==> config.mk <==
export PLATFORM = sky130hd
export DESIGN_NAME = line_sample_fetcher
export DESIGN_NICKNAME = d
export VERILOG_FILES = /design/src/rtl/lsf_pkg.sv /design/src/rtl/lsf_word_idx.sv /design/src/rtl/lsf_addr_gen.sv /design/src/rtl/lsf_dac_split.sv /design/src/rtl/line_sample_fetcher.sv
export SDC_FILE = /design/constraint.sdc
export NUM_CORES = 1
export LEC_CHECK = 0
export BUFFER_PORTS_ARGS = -buffer_cell sky130_fd_sc_hd__buf_2
export CORE_MARGIN = 1.5
export CORE_UTILIZATION = 35
export DETAILED_ROUTE_END_ITERATION = 6
export MAX_ROUTING_LAYER = met4
export RECOVER_POWER = 50
export SYNTH_ARGS = -nofsm -noshare
export SYNTH_HDL_FRONTEND = slang
export SYNTH_SLANG_ARGS = --single-unit
==> constraint.sdc <==
create_clock -name clk -period 1.6 [get_ports clk]
set_input_delay 0.08 -clock clk [delete_from_list [all_inputs] [get_ports clk]]
set_output_delay 0.08 -clock clk [all_outputs]
set_load 0.05 [all_outputs]
==> src/rtl/lsf_pkg.sv <==
package lsf_pkg;
   localparam int unsigned LSF_WORDS     = 370;
   localparam int unsigned LSF_ADDR_W    = 17;
   localparam int unsigned LSF_DAC_W     = 8;
   localparam int unsigned LSF_MAIN_BASE = 32'h1FD00;
   localparam int unsigned LSF_ALT_BASE  = 32'h1A100;

   typedef enum logic {
      BUF_PRIMARY   = 1'b0,
      BUF_SECONDARY = 1'b1
   } buf_pick_e;
endpackage

==> src/rtl/lsf_word_idx.sv <==
module lsf_word_idx #(
   parameter int unsigned WORDS = 370,
   localparam int unsigned IDX_W = $clog2(WORDS)
) (
   input  logic             clk,
   input  logic             rst_n,
   input  logic             advance,
   input  logic             restart,
   output logic [IDX_W-1:0] fetch_idx
);
   localparam logic [IDX_W-1:0] LAST = IDX_W'(WORDS - 1);

   logic [IDX_W-1:0] idx_q;

   generate
      if (WORDS < 2) begin : g_bad_words
         $error("lsf_word_idx: WORDS must be at least 2");
      end
   endgenerate

   assign fetch_idx = restart ? '0 : idx_q;

   always_ff @(posedge clk or negedge rst_n) begin
      if (!rst_n) begin
         idx_q <= '0;
      end else if (advance) begin
         idx_q <= (fetch_idx == LAST) ? '0 : fetch_idx + 1'b1;
      end
   end


   idx_range_chk: assert property (@(posedge clk) disable iff (!rst_n)
      idx_q <= LAST);


   idx_wrap_chk: assert property (@(posedge clk) disable iff (!rst_n)
      (advance && !restart && idx_q == LAST) |=> idx_q == '0);


   idx_restart_chk: assert property (@(posedge clk) disable iff (!rst_n)
      (advance && restart) |=> idx_q == IDX_W'(1));
endmodule

==> src/rtl/lsf_addr_gen.sv <==
module lsf_addr_gen
   import lsf_pkg::*;
#(
   parameter int unsigned ADDR_W    = 17,
   parameter int unsigned IDX_W     = 9,
   parameter int unsigned WORDS     = 370,
   parameter int unsigned MAIN_BASE = 32'h1FD00,
   parameter int unsigned ALT_BASE  = 32'h1A100,
   parameter bit          BYTE_ADDR = 1'b1
) (
   input  logic              clk,
   input  logic              rst_n,
   input  logic              fetch,
   input  logic              restart,
   input  logic              sel_in,
   input  logic [IDX_W-1:0]  idx,
   output logic              rd_req,
   output logic [ADDR_W-1:0] rd_addr
);
   localparam longint unsigned SPAN = 2 * longint'(WORDS);
   localparam logic [ADDR_W-1:0] BASE_P = ADDR_W'(MAIN_BASE);
   localparam logic [ADDR_W-1:0] BASE_S = ADDR_W'(ALT_BASE);

   buf_pick_e         sel_q;
   buf_pick_e         sel_now;
   logic [ADDR_W-1:0] base_now;
   logic [ADDR_W-1:0] offset;

   generate
      if ((longint'(MAIN_BASE) + SPAN) > (64'd1 << ADDR_W) ||
          (longint'(ALT_BASE)  + SPAN) > (64'd1 << ADDR_W)) begin : g_bad_span
         $error("lsf_addr_gen: a buffer does not fit in ADDR_W bits");
      end
      if (BYTE_ADDR) begin : g_byte
         assign offset = ADDR_W'({idx, 1'b0});
      end else begin : g_word
         assign offset = ADDR_W'(idx);
      end
   endgenerate

   assign sel_now = restart ? buf_pick_e'(sel_in) : sel_q;

   always_comb begin
      if (BYTE_ADDR) begin
         base_now = (sel_now == BUF_SECONDARY) ? BASE_S : BASE_P;
      end else begin
         base_now = (sel_now == BUF_SECONDARY) ? (BASE_S >> 1) : (BASE_P >> 1);
      end
   end

   always_ff @(posedge clk or negedge rst_n) begin
      if (!rst_n) begin
         sel_q   <= BUF_PRIMARY;
         rd_req  <= 1'b0;
         rd_addr <= '0;
      end else begin
         rd_req <= fetch;
         if (fetch) begin
            rd_addr <= base_now + offset;
            if (restart) sel_q <= buf_pick_e'(sel_in);
         end
      end
   end


   req_single_chk: assert property (@(posedge clk) disable iff (!rst_n)
      rd_req |-> $past(fetch));


   sel_hold_chk: assert property (@(posedge clk) disable iff (!rst_n)
      !(fetch && restart) |=> $stable(sel_q));
endmodule

==> src/rtl/lsf_dac_split.sv <==
module lsf_dac_split #(
   parameter int unsigned DAC_W = 8,
   localparam int unsigned DATA_W = 2 * DAC_W,
   localparam logic [DAC_W-1:0] MIDSCALE = DAC_W'(1) << (DAC_W - 1)
) (
   input  logic              clk,
   input  logic              rst_n,
   input  logic              rd_valid,
   input  logic [DATA_W-1:0] rd_data,
   input  logic              snd_en,
   output logic [DAC_W-1:0]  snd_dac,
   output logic [DAC_W-1:0]  spd_dac,
   output logic              sample_stb
);
   logic [DAC_W-1:0] hi_byte;
   logic [DAC_W-1:0] lo_byte;

   assign hi_byte = rd_data[DATA_W-1:DAC_W];
   assign lo_byte = rd_data[DAC_W-1:0];

   always_ff @(posedge clk or negedge rst_n) begin
      if (!rst_n) begin
         snd_dac    <= MIDSCALE;
         spd_dac    <= '0;
         sample_stb <= 1'b0;
      end else begin
         sample_stb <= rd_valid;
         if (rd_valid) begin
            snd_dac <= snd_en ? hi_byte : MIDSCALE;
            spd_dac <= lo_byte;
         end
      end
   end


   split_low_chk: assert property (@(posedge clk) disable iff (!rst_n)
      rd_valid |=> (sample_stb && spd_dac == $past(lo_byte)));


   mute_mid_chk: assert property (@(posedge clk) disable iff (!rst_n)
      (rd_valid && !snd_en) |=> snd_dac == MIDSCALE);


   dac_hold_chk: assert property (@(posedge clk) disable iff (!rst_n)
      !sample_stb |-> ($stable(snd_dac) && $stable(spd_dac)));
endmodule

==> src/rtl/line_sample_fetcher.sv <==
module line_sample_fetcher
   import lsf_pkg::*;
#(
   parameter int unsigned WORDS     = LSF_WORDS,
   parameter int unsigned ADDR_W    = LSF_ADDR_W,
   parameter int unsigned DAC_W     = LSF_DAC_W,
   parameter int unsigned MAIN_BASE = LSF_MAIN_BASE,
   parameter int unsigned ALT_BASE  = LSF_ALT_BASE,
   parameter bit          BYTE_ADDR = 1'b1,
   localparam int unsigned IDX_W  = $clog2(WORDS),
   localparam int unsigned DATA_W = 2 * DAC_W
) (
   input  logic              clk,
   input  logic              rst_n,
   input  logic              line_stb,
   input  logic              frame_start,
   input  logic              buf_alt,
   input  logic              snd_en,
   output logic              rd_req,
   output logic [ADDR_W-1:0] rd_addr,
   input  logic              rd_valid,
   input  logic [DATA_W-1:0] rd_data,
   output logic [DAC_W-1:0]  snd_dac,
   output logic [DAC_W-1:0]  spd_dac,
   output logic              sample_stb
);
   logic             restart;
   logic [IDX_W-1:0] fetch_idx;

   assign restart = line_stb & frame_start;

   lsf_word_idx #(.WORDS(WORDS)) u_idx (
      .clk       (clk),
      .rst_n     (rst_n),
      .advance   (line_stb),
      .restart   (restart),
      .fetch_idx (fetch_idx)
   );

   lsf_addr_gen #(
      .ADDR_W    (ADDR_W),
      .IDX_W     (IDX_W),
      .WORDS     (WORDS),
      .MAIN_BASE (MAIN_BASE),
      .ALT_BASE  (ALT_BASE),
      .BYTE_ADDR (BYTE_ADDR)
   ) u_addr (
      .clk     (clk),
      .rst_n   (rst_n),
      .fetch   (line_stb),
      .restart (restart),
      .sel_in  (buf_alt),
      .idx     (fetch_idx),
      .rd_req  (rd_req),
      .rd_addr (rd_addr)
   );

   lsf_dac_split #(.DAC_W(DAC_W)) u_dac (
      .clk        (clk),
      .rst_n      (rst_n),
      .rd_valid   (rd_valid),
      .rd_data    (rd_data),
      .snd_en     (snd_en),
      .snd_dac    (snd_dac),
      .spd_dac    (spd_dac),
      .sample_stb (sample_stb)
   );


   line_req_chk: assert property (@(posedge clk) disable iff (!rst_n)
      line_stb |=> rd_req);


   lone_frame_chk: assert property (@(posedge clk) disable iff (!rst_n)
      (frame_start && !line_stb) |=> !rd_req);
endmodule

==> results.sh <==
export IMPL_antenna_cells=0
export IMPL_place_inst=300
export IMPL_grt_overflow=0
export IMPL_root_buffer="clkbuf_8"
export IMPL_grt_pass1_vias=1458
export IMPL_numClockSinks=43
export IMPL_grt_usage=0.155
export IMPL_multi_input_area_um2=728
export IMPL_power_density_nw_per_um2=1270
export IMPL_synth_top_family_by_area="simple AND/OR/NAND/NOR gates"
export IMPL_clock_path_buffers=2
export IMPL_synth_compound_area_share=0.126
export IMPL_pre_cts_slack_ps=56.3
export IMPL_die_height_um=76.4
export IMPL_slowest_stage="dfrtp_1"
export IMPL_layout_drive_gt1_share=0.390
export IMPL_fin_crit_sh=0.959
export IMPL_slew_viol_final=0
export IMPL_status="completed"
export IMPL_die_width_um=76.4
export IMPL_slowest_delay_ps=350
export IMPL_ys_ff_latch=43
export IMPL_synthAdderAreaFrac=0.0265
export IMPL_rows=26
export IMPL_vias=1467
export IMPL_p_leak_nw=1.19
export IMPL_port_buffers=56
export IMPL_path_max_fanout=4
export IMPL_die_area_um2=5840
export IMPL_max_freq_mhz=652
export IMPL_area_growth_pct=30.4
export IMPL_worst_pin_slew_ps=1070
export IMPL_internal_power_mw=2.02
export IMPL_arrival_ps=1720
export IMPL_ys_seq_area_frac=0.571
export IMPL_power_frac_seq=0.434
export IMPL_synth_mux_area_frac=0.0835
export IMPL_first_pass_iters=5
export IMPL_num_nets_final=267
export IMPL_yosys_area_share_simple=0.129
export IMPL_worstSkewPairLatency_ps=290
export IMPL_start_kind="flop"
export IMPL_antenna_found_initial=0
export IMPL_vias_per_cell=4.72
export IMPL_setup_worst_path_class="reg -> reg"
export IMPL_wirelength_mm=4.16
export IMPL_instances_no_fill=311
export IMPL_grt_first_pass_wirelength_mm=6.99
export IMPL_clkPwrFrac=0.266
export IMPL_cp_cell_sequence="and2_4 -> ha_4 -> and4bb_2 -> a31oi_4 -> and3_4 -> a211o_1"
export IMPL_drcViolationCount=0
export IMPL_cp_buffers_inverters=0
export IMPL_cts_htree_levels=2
export IMPL_peakVddDrop_uv=546
export IMPL_synthTopCellsByArea="dfrtp_1 56%, mux2_2 8.3%, nand3_1 3.7%, nand2_1 3.4%, ha_1 2.7%"
export IMPL_io_pins=58
export IMPL_ys_warn_count=0
export IMPL_clk_pin_slew_worst_paths_ps=80
export IMPL_mostFrequentLayoutCell="buf_2"
export IMPL_cts_tree="done"
export IMPL_drv_cap=0
export IMPL_coreArea_um2=5140
export IMPL_crit_path_end_kind="flop"
export IMPL_synth_top_area_share=0.557
export IMPL_seq_area_um2=1080
export IMPL_nFillCells=516
export IMPL_timing_final_ws_setup_ps=65.6
export IMPL_numCtsBuffers=5
export IMPL_p_switching_mw=1.10
export IMPL_place_congestion=0.798
export IMPL_synth_cell_types=34
export IMPL_required_ps=1790
export IMPL_worst_clock_skew_ps=5.93
export IMPL_max_slew_margin=0.286
export IMPL_avgSynthCellArea_um2=10.9
export IMPL_ant_nets=0
export IMPL_timing_setup_tns_ps=0
export IMPL_yosysTopAreaCell="dfrtp_1"
export IMPL_syn_inst=173
export IMPL_power_frac_comb=0.300
export IMPL_dpl_hpwl_mm=2.98
export IMPL_final_cell_mix="53 x buf_2, 42 x dfrtp_1, 16 x nand2_1"
export IMPL_grt_max_degree=26
export IMPL_hp_class="in -> reg"
export IMPL_switching_share=0.352
export IMPL_setup_viol=0
export IMPL_initial_core_util=0.367
export IMPL_synth_nets=200
export IMPL_first_iter_violations=80
export IMPL_routedWlPerCell_um=13.4
export IMPL_synth_xor_area_frac=0.00464
export IMPL_finalHoldViolCount=0
export IMPL_cp_top_family="simple AND/OR/NAND/NOR gates"
export IMPL_whs_ps=16.3
export IMPL_synth_area_um2=1890
export IMPL_post_route_min_period_ps=1530
-- flip-flops by register name, indices dropped and copies added (netlist names) --
register          flops
u_dac.snd_dac         8
u_addr.rd_addr       15
u_addr.rd_req         1
u_addr.sel_q          1
u_dac.sample_stb      1
u_dac.spd_dac         8
u_idx.idx_q           9
-- synthesized netlist by cell type --
library cell and instances:
a21oi_1 5, a31o_2 1, nand2b_1 2, nor2_1 6
mux2_2 14, buf_1 1, nand2_1 17, dfrtp_1 42
nor3_1 2, nor4_1 1, nand4_1 1, o21ai_1 6
inv_1 13, a31oi_1 3, o21ai_0 8, o2bb2ai_1 5
buf_2 3, and4_1 1, a211o_1 2, and3_1 3
conb_1 1, o31ai_1 2, a41oi_1 1, ha_1 4
and2_1 1, and4bb_2 1, buf_4 3, xnor2_1 1
nand3_1 14, dfstp_2 1, a31oi_4 1, clkbuf_1 5
o22a_1 1, nor2b_1 1
-- metal layers --
layer	global-route usage	routed length, um	vias to the layer above
met4	0.0611	64	0
li1	-	-	731
met3	0.0419	147	7
met2	0.247	2030	25
met1	0.187	1930	704
met5	-	0	-
-- worst register-to-register path: stages, from the launching register on --
cell and delay (ps):
dfrtp_1 350, and2_4 160, ha_4 110, and4bb_2 290
a31oi_4 110, and3_4 160, a211o_1 250
-- worst paths after layout --
| path | endpoint | startpoint | cells past startpoint | slack [ps] |
|---|---|---|---|---|
| hold reg to reg | u_addr.rd_addr[6]$_DFFE_PN0P_ | u_addr.rd_addr[6]$_DFFE_PN0P_ | 1 | 490 |
| hold / removal | u_dac.spd_dac[7]$_DFFE_PN0P_ | rd_data[7] | 2 | 20 |
| setup reg to reg | u_idx.idx_q[4]$_DFFE_PN0P_ | u_idx.idx_q[0]$_DFFE_PN0P_ | 6 | 70 |
| setup / recovery | u_idx.idx_q[4]$_DFFE_PN0P_ | u_idx.idx_q[0]$_DFFE_PN0P_ | 6 | 70 |
| min in group asynchronous | u_addr.rd_addr[15]$_DFFE_PN0P_ | rst_n | 2 | 500 |
| max in group asynchronous | u_dac.snd_dac[7]$_DFFE_PN1P_ | rst_n | 3 | 350 |
-- stage by stage --
step	total power [mW]	util	instance area, um2
after floorplan	1.99	-	1890
after global placement	2.28	0.449	2310
after detailed placement	2.29	0.449	2310
after CTS	3.13	0.473	2430
after global routing	3.29	0.479	2460
final	3.12	0.479	2460
-- cells by family (layout without fill, tap and decap cells) --
logic type	count (synthesis)	in the layout
AND/OR/NAND/NOR	50	50
flip-flops	43	43
AO/OA/AOI/OAI	35	35
buffers and inverters	25	93
multiplexers	14	14
adder cells (fa/ha/maj)	4	4
other	1	1
XOR/XNOR	1	1
-- what timing repair did --
action / CTS / global route
resized for setup: 0 / 7
hold buffers: 2 / 0
buffers inserted: 0 / 1
hold endpoints to repair: 19 / 0
endpoints found under the setup margin: 0 / 3
-- power by group through the flow --
stage / clock, mW / combinational, mW / sequential, mW
detailed placement: 0 / 0.916 / 1.37
CTS: 0.863 / 0.922 / 1.35
finish: 0.830 / 0.934 / 1.35
floorplan: 0 / 0.287 / 1.70
global placement: 0 / 0.911 / 1.36
global route: 0.904 / 1.01 / 1.38
-- cell type report --
type	count	share of cell area
clock buffer	7	0.0310
inverter	13	0.0198
clock inverter	1	0.0122
timing repair buffer	72	0.168
sequential	43	0.437
multi-input combinational	105	0.296
tap	70	0.0356
Power figures use the tool's default switching activity.
